**src/rtl/pfs_pkg.sv**
```systemverilog
package pfs_pkg;

    localparam int FLAG_W  = 8;
    localparam int CLS_W   = 5;

    localparam int FB_CF = 0;
    localparam int FB_PF = 1;
    localparam int FB_AF = 2;
    localparam int FB_ZF = 3;
    localparam int FB_SF = 4;
    localparam int FB_IF = 5;
    localparam int FB_DF = 6;
    localparam int FB_OF = 7;

    localparam logic [FLAG_W-1:0] ARITH_GRP =
        (FLAG_W'(1) << FB_CF) | (FLAG_W'(1) << FB_PF) | (FLAG_W'(1) << FB_AF) |
        (FLAG_W'(1) << FB_ZF) | (FLAG_W'(1) << FB_SF) | (FLAG_W'(1) << FB_OF);

    typedef enum logic [CLS_W-1:0] {
        OC_NOFLAG  = 5'd0,
        OC_INC     = 5'd1,
        OC_DEC     = 5'd2,
        OC_TEST    = 5'd3,
        OC_BTEST   = 5'd4,
        OC_BSCAN   = 5'd5,
        OC_CLRC    = 5'd6,
        OC_SETC    = 5'd7,
        OC_CPLC    = 5'd8,
        OC_CLRD    = 5'd9,
        OC_SETD    = 5'd10,
        OC_CLRI    = 5'd11,
        OC_SETI    = 5'd12,
        OC_MULU    = 5'd13,
        OC_MULS    = 5'd14,
        OC_SHIFT   = 5'd15,
        OC_ROTATE  = 5'd16,
        OC_AND     = 5'd17,
        OC_OR      = 5'd18,
        OC_XOR     = 5'd19,
        OC_ADD     = 5'd20,
        OC_ADDC    = 5'd21,
        OC_SUB     = 5'd22,
        OC_SUBB    = 5'd23,
        OC_CMP     = 5'd24,
        OC_NEG     = 5'd25,
        OC_LDFLAGS = 5'd26,
        OC_PUSHFL  = 5'd27,
        OC_BRANCH  = 5'd28,
        OC_SETCOND = 5'd29,
        OC_RSV30   = 5'd30,
        OC_RSV31   = 5'd31
    } op_class_e;

    typedef struct packed {
        op_class_e         cls;
        logic [FLAG_W-1:0] rd;
        logic [FLAG_W-1:0] wr;
    } dec_instr_t;

    typedef struct packed {
        op_class_e         cls;
        logic [FLAG_W-1:0] wr;
    } flag_write_t;

    typedef struct packed {
        logic              any_part;
        logic              ar_part;
        logic [FLAG_W-1:0] ar_mask;
    } flag_track_t;

    function automatic logic cls_is_partial(op_class_e c);
        return (c >= OC_INC) && (c <= OC_ROTATE);
    endfunction

    function automatic logic cls_is_full(op_class_e c);
        return (c >= OC_AND) && (c <= OC_NEG);
    endfunction

    function automatic logic cls_reads_all(op_class_e c);
        return (c == OC_LDFLAGS) || (c == OC_PUSHFL);
    endfunction

endpackage

```
**src/rtl/pfs_track.sv**
```systemverilog
module pfs_track
    import pfs_pkg::*;
(
    input  logic        clk,
    input  logic        rst,
    input  logic        upd_en,
    input  logic        clr_first,
    input  flag_write_t upd,
    output flag_track_t st
);

    flag_track_t base;
    flag_track_t nxt;
    logic [FLAG_W-1:0] ar_wr;

    assign ar_wr = upd.wr & ARITH_GRP;

    always_comb begin
        base = st;
        if (clr_first) begin
            base = '0;
        end
        nxt = base;
        if (cls_is_full(upd.cls)) begin
            nxt = '0;
        end else if (cls_is_partial(upd.cls)) begin
            nxt.any_part = 1'b1;
            if (ar_wr != '0) begin
                nxt.ar_part = 1'b1;
                nxt.ar_mask = ar_wr;
            end
        end
    end

    always_ff @(posedge clk) begin
        if (rst) begin
            st <= '0;
        end else if (upd_en) begin
            st <= nxt;
        end
    end

endmodule

```
**src/rtl/pfs_hazard.sv**
```systemverilog
module pfs_hazard
    import pfs_pkg::*;
(
    input  flag_track_t       st,
    input  op_class_e         cls,
    input  logic [FLAG_W-1:0] rd,
    output logic              need_wait
);

    logic [FLAG_W-1:0] uncovered;
    logic [FLAG_W-1:0] miss_bits;

    genvar gi;
    generate
        for (gi = 0; gi < FLAG_W; gi++) begin : g_bit
            if (ARITH_GRP[gi]) begin : g_ar
                assign uncovered[gi] = st.ar_part & ~st.ar_mask[gi];
            end else begin : g_other
                assign uncovered[gi] = 1'b0;
            end
        end
    endgenerate

    assign miss_bits = rd & uncovered;

    always_comb begin
        if (cls_reads_all(cls)) begin
            need_wait = st.any_part;
        end else begin
            need_wait = |miss_bits;
        end
    end

endmodule

```
**src/rtl/pfs_penalty.sv**
```systemverilog
module pfs_penalty
    import pfs_pkg::*;
#(
    parameter int PENALTY = 4
) (
    input  logic        clk,
    input  logic        rst,
    input  logic        start,
    input  flag_write_t start_op,
    output logic        busy,
    output logic        release_now,
    output flag_write_t held
);

    localparam int CW = $clog2(PENALTY + 1);
    localparam logic [CW-1:0] LOAD = CW'(PENALTY);

    logic [CW-1:0] cnt;

    assign busy        = (cnt != '0);
    assign release_now = (cnt == CW'(1));

    always_ff @(posedge clk) begin
        if (rst) begin
            cnt  <= '0;
            held <= '0;
        end else if (start) begin
            cnt  <= LOAD;
            held <= start_op;
        end else if (busy) begin
            cnt  <= cnt - CW'(1);
        end
    end

endmodule

```
**src/rtl/pfs_stall_top.sv**
```systemverilog
module pfs_stall_top
    import pfs_pkg::*;
#(
    parameter int PENALTY = 4
) (
    input  logic                clk,
    input  logic                rst,
    input  logic                in_valid,
    input  logic [CLS_W-1:0]    in_cls,
    input  logic [FLAG_W-1:0]   in_rd,
    input  logic [FLAG_W-1:0]   in_wr,
    output logic                stall,
    output logic                iss_valid,
    output logic [CLS_W-1:0]    iss_cls,
    output logic                iss_waited
);

    dec_instr_t  cur;
    flag_write_t cur_w;
    flag_write_t held;
    flag_write_t upd_op;
    flag_track_t st;
    logic        busy;
    logic        rel;
    logic        need;
    logic        accept;
    logic        go;
    logic        hold_start;

    assign cur.cls  = op_class_e'(in_cls);
    assign cur.rd   = in_rd;
    assign cur.wr   = in_wr;
    assign cur_w.cls = cur.cls;
    assign cur_w.wr  = cur.wr;

    assign accept     = in_valid & ~busy;
    assign hold_start = accept & need;
    assign go         = accept & ~need;
    assign upd_op     = rel ? held : cur_w;

    pfs_hazard u_haz (
        .st        (st),
        .cls       (cur.cls),
        .rd        (cur.rd),
        .need_wait (need)
    );

    pfs_penalty #(.PENALTY(PENALTY)) u_pen (
        .clk         (clk),
        .rst         (rst),
        .start       (hold_start),
        .start_op    (cur_w),
        .busy        (busy),
        .release_now (rel),
        .held        (held)
    );

    pfs_track u_trk (
        .clk       (clk),
        .rst       (rst),
        .upd_en    (go | rel),
        .clr_first (rel),
        .upd       (upd_op),
        .st        (st)
    );

    assign stall = busy;

    always_ff @(posedge clk) begin
        if (rst) begin
            iss_valid  <= 1'b0;
            iss_cls    <= '0;
            iss_waited <= 1'b0;
        end else begin
            iss_valid  <= go | rel;
            iss_waited <= rel;
            if (go | rel) begin
                iss_cls <= upd_op.cls;
            end
        end
    end

endmodule

```
**config.mk**
```make
export PLATFORM = sky130hd
export DESIGN_NAME = pfs_stall_top
export DESIGN_NICKNAME = d
export VERILOG_FILES = /design/src/rtl/pfs_pkg.sv /design/src/rtl/pfs_track.sv /design/src/rtl/pfs_hazard.sv /design/src/rtl/pfs_penalty.sv /design/src/rtl/pfs_stall_top.sv
export SDC_FILE = /design/constraint.sdc
export NUM_CORES = 1
export LEC_CHECK = 0
export CORE_ASPECT_RATIO = 0.7
export CORE_MARGIN = 3
export CORE_UTILIZATION = 58
export CTS_BUF_LIST = sky130_fd_sc_hd__clkbuf_8
export CTS_CLUSTER_DIAMETER = 50
export CTS_CLUSTER_SIZE = 12
export DETAILED_ROUTE_END_ITERATION = 8
export HOLD_SLACK_MARGIN = 0.03
export PLACE_DENSITY = 0.95
export SYNTH_ARGS = -nofsm -noshare
export SYNTH_HDL_FRONTEND = slang
export SYNTH_HIERARCHICAL = 1
export SYNTH_SLANG_ARGS = --single-unit
```
**constraint.sdc**
```tcl
create_clock -name clk -period 6 [get_ports clk]
set_input_delay 1.2 -clock clk [delete_from_list [all_inputs] [get_ports clk]]
set_output_delay 1.2 -clock clk [all_outputs]
set_load 0.1 [all_outputs]
```
---- Yosys cells after proc, flatten, opt, wreduce, memory -nomap -nowiden ----
Cells that the tools add are included.
word-level totals
  logic and storage cells ................. 55
  flip-flop bits (word level) ............. 33
  input bits .............................. 24
  output and inout port bits .............. 8
operators by class
  equal/unequal tests ..................... 3
  $add $sub $neg .......................... 1
  mux-type cells .......................... 8
  reduce and logical (&&, ||, !) cells .... 10
  bitwise operators ....................... 19
  $lt $le $gt $ge ......................... 4
operators with widths
  cell                   number
  $mux W10               3
  $mux W13               1
  $eq A5 B5 Y1 const B   2
  $le A5 B5 Y1 const B   2
  $and A1 B1 Y1          9
  $mux W9                1
  $and A8 B8 Y8          1
  $not A1 Y1             8
  $reduce_bool A8 Y1     1
  $reduce_or A8 Y1       1
  $mux W3                2
  $reduce_bool A3 Y1     2
  $ge A5 B1 Y1 const B   1
  $ge A5 B5 Y1 const B   1
  $eq A3 B1 Y1 const B   1
  $sub A3 B1 Y3 const B  1
  $logic_and A1 B1 Y1    2
  $reduce_and A2 Y1      1
  $reduce_bool A2 Y1     1
  $reduce_or A2 Y1       1
  $logic_or A1 B1 Y1     1
  $mux W1                1
  $or A1 B1 Y1           1

---- Longest topological paths before layout ----
  depth after elaboration ................. 9
  mapped depth ............................ 11
  mapped depth without buffers ............ 9

---- Cells and area by module ----
Netlist, hierarchy kept.
by module, submodules not included
  module         cells an instance  area an instance (um^2)  times used  seq. area each (um^2)
  pfs_penalty    60                 645.6                    1           320.3
  pfs_track      54                 480.5                    1           200.2
  pfs_stall_top  43                 460.4                    1           140.1
  pfs_hazard     11                 93.8                     1           0.0

---- Worst setup path after synthesis ----
OpenSTA, ideal clock, no wires.
  kind .................................... in2reg
  start ................................... input port in_cls[2]
  end ..................................... register, netlist name u_trk/st[0]
  data arrival time ....................... 3082 ps
  required time ........................... 5930 ps
  path buffers ............................ 3
  library setup time ...................... 70 ps
  cell stages on the path ................. 11
  path slack .............................. 2848 ps
  path through ............................ nand4b_4 -> mux2_4 -> o21a_1 -> nor3b_4 -> or2_1 -> buf_6 -> buf_1 -> nor2b_1 -> buf_1 -> a31oi_1 -> o21ai_1
on the way
  longest elaborated chain between the ends .. 6
  elaborated cells on any way between the ends .. 16
  classes of those cells .................. order compare: 4; eq/ne: 2; mux: 4; bitwise: 3; reduce/logical: 3
ends and longest elaborated chain
  what                    line                 source
  from (decl)             pfs_stall_top.sv:9   input logic [CLS_W-1:0] in_cls,
  $eq A5 B5 Y1            pfs_pkg.sv:80        return (c == OC_LDFLAGS) || (c == OC_PUSHFL);
  $logic_or A1 B1 Y1 (*)  pfs_pkg.sv:80
  $mux W1 (*)             pfs_hazard.sv:27     if (cls_reads_all(cls)) begin
  named net need          pfs_stall_top.sv:25  logic need;
  $not A1 Y1 (*)          pfs_stall_top.sv:38  assign go = accept & ~need;
  $and A1 B1 Y1 (*)       pfs_stall_top.sv:38
  $or A1 B1 Y1 (*)        pfs_stall_top.sv:61  .upd_en (go | rel),
Mark *: on every way through the listed nets, which the timed path passes. The rest lies on a longest branch.
A chain may end at the register's enable or synchronous reset.

---- Worst setup path after layout ----
  start ................................... input port in_cls[1]
  end ..................................... register, netlist name u_trk/st[2]
on the way
  longest elaborated chain between the ends .. 6
  elaborated cells on any way between the ends .. 16
  classes of those cells .................. order compare: 4; eq/ne: 2; mux: 4; bitwise: 3; reduce/logical: 3
ends and longest elaborated chain
  what                    line
  $eq A5 B5 Y1            pfs_pkg.sv:80
  $logic_or A1 B1 Y1 (*)  pfs_pkg.sv:80
  $mux W1 (*)             pfs_hazard.sv:27
  named net need          pfs_stall_top.sv:25
  $not A1 Y1 (*)          pfs_stall_top.sv:38
  $and A1 B1 Y1 (*)       pfs_stall_top.sv:38
  $or A1 B1 Y1 (*)        pfs_stall_top.sv:61
Marked as above.

==> flow_metrics.env <==
export IMPL_p_leak_nw=0.711
export IMPL_slowest_stage="clkdlybuf4s50_1"
export IMPL_powerDensity_mw_per_mm2=570
export IMPL_grt_max_degree=30
export IMPL_period_share_pct=65.5
export IMPL_r2r_cells=9
export IMPL_final_common_cell="dfxtp_1"
export IMPL_gr_total_overflow=0
export IMPL_cts_clk_slew_worst_paths_ps=70
export IMPL_ctsHoldBuffers=0
export IMPL_finClkSkew_ps=6.06
export IMPL_wl_mm=3.73
export IMPL_root_buffer="clkbuf_8"
export IMPL_cts_resized=0
export IMPL_setup_violations=0
export IMPL_cap_violations=0
export IMPL_timing_final_hold_violations=0
export IMPL_path_max_fanout=14
export IMPL_antenna_found_initial=0
export IMPL_drive_gt1_share_pct=17.6
export IMPL_place_congestion=0.784
export IMPL_rrSetupSlack_ps=2840
export IMPL_clk_latency_ps=290
export IMPL_crit_type="primary input to flop"
export IMPL_drtIter0Drc=80
export IMPL_grt_usage_pct=25.5
export IMPL_maxSlewViolCount=0
export IMPL_start_util_pct=66.1
export IMPL_clk_path_buf_depth=2
export IMPL_synth_avg_cell_area_sq_um=9.86
export IMPL_fill_cells=133
export IMPL_rows=14
export IMPL_die_y_microns=49.0
export IMPL_io_pin_count=32
export IMPL_max_freq_ghz=0.254
export IMPL_syn_to_final_growth_pct=23.6
export IMPL_drc=0
export IMPL_max_stage_delay_ps=580
export IMPL_fp_dieArea_sq_mm=0.00330
export IMPL_irDropWorstVdd_v=0.000646
export IMPL_cp_required_ps=6210
export IMPL_worstSetupStartpointType="primary input"
export IMPL_status="finished, final reports clean"
export IMPL_first_global_vias=1361
export IMPL_core_area_sq_mm=0.00231
export IMPL_via_per_inst=5.85
export IMPL_min_from="u_pen/held[0]"
export IMPL_grt_pass1_wl_mm=6.25
export IMPL_cts_tree="built"
export IMPL_cts_sinks=29
export IMPL_holdPathEnd="u_pen/held[0]"
export IMPL_synthCells=155
export IMPL_synth_nets=182
export IMPL_cts_made_buffers=5
export IMPL_endpoint_kind="flop"
export IMPL_synth_area_sq_mm=0.00153
export IMPL_cp_arrival_ps=4150
export IMPL_ys_warn_count=6
export IMPL_max_slew_margin_pct=34.5
export IMPL_drtAntennaViolNets=0
export IMPL_rr_endpoint="u_trk/st[2]"
export IMPL_rr_startpoint="u_pen/cnt[1]"
export IMPL_h_tree_depth=2
export IMPL_design_area_sq_mm=0.00189
export IMPL_cts_setup_buffers=0
export IMPL_firstDrtPassIters=4
export IMPL_die_w_microns=67.4
export IMPL_place_hpwl_mm=2.47
export IMPL_port_buffers=27
export IMPL_hold_path_class="flop to flop"
export IMPL_wire_per_inst_microns=17.4
export IMPL_vias=1251
export IMPL_rsz0062_at_grt="false"
export IMPL_diodes=0
export IMPL_path_cells="clkdlybuf4s50_1, nand4b_4, mux2_4, o21a_1, nor3b_4, or2_1, nor2b_1, a31oi_1, o21ai_1"
export IMPL_setup_tns_ps=0
export IMPL_worstMarginPinSlew_ps=980
export IMPL_dpl_instance_area_sq_mm=0.00179
export IMPL_fin_crit_ps=3930
export IMPL_nNetsFinal=208
export IMPL_holdPathStages=2
export IMPL_final_cell_mix="29 x dfxtp_1, 27 x clkdlybuf4s50_1, 17 x inv_1, 16 x mux2i_1, 14 x nor2_1"
stage by stage:
stage	utilization (%)	instances	worst slack, ps	hold WS, ps	total power, mW
5_1_grt	81.7	214	1930	514	1.13
6_report	81.7	214	2070	495	1.08
4_1_cts	81.7	214	2120	488	1.07
3_3_place_gp	77.3	206	2030	466	0.859
3_5_place_dp	77.3	206	1920	477	0.883
2_1_floorplan	-	155	2860	449	0.778
power by group:
group          switching [mW]  internal, mW
Combinational           0.411         0.199
Clock                  0.0751         0.103
Sequential             0.0362         0.252
registers in the layout, summed over array words and instances, names as in the netlist:
name and cells:
iss_cls 5, iss_valid 1, iss_waited 1, u_pen/cnt 3
u_pen/held 11, u_trk/st 8
worst max-delay path: cells and delay by family:
family,cells,cell delay [ps]
AND/OR/NAND/NOR,4,1570
buffers and inverters,1,580
AO/OA/AOI/OAI,3,470
multiplexers,1,320
layer usage:
layer,part of all wire [%],track usage (%),routed length [microns],vias up
met2,49,40.6,1830,50
met1,41,30.2,1530,590
li1,-,-,-,594
met3,6.5,6.91,244,17
met4,3.5,14.8,131,0
met5,0,0,0,-
layout make-up:
cell class,count,area [sq um],share of cell area (%)
multi-input cells,100,826,43.7
flip-flops and latches,29,581,30.7
repair buffers,28,278,14.7
clock buffers,7,96.3,5.10
inverters,17,63.8,3.38
well taps,32,40.0,2.12
clock inverters,1,5.00,0.265
how the worst max path moves through the flow:
stage          slack, ps           to      start
6_report            2070  u_trk/st[2]  in_cls[1]
5_1_grt             1930  u_trk/st[2]  in_cls[1]
4_1_cts             2120  u_trk/st[2]  in_cls[1]
3_5_place_dp        1920  u_trk/st[0]  in_cls[1]
3_3_place_gp        2030  u_trk/st[7]  in_cls[4]
2_1_floorplan       2860  u_trk/st[0]  in_cls[2]
No activity file was read; power rests on OpenSTA's default activity.
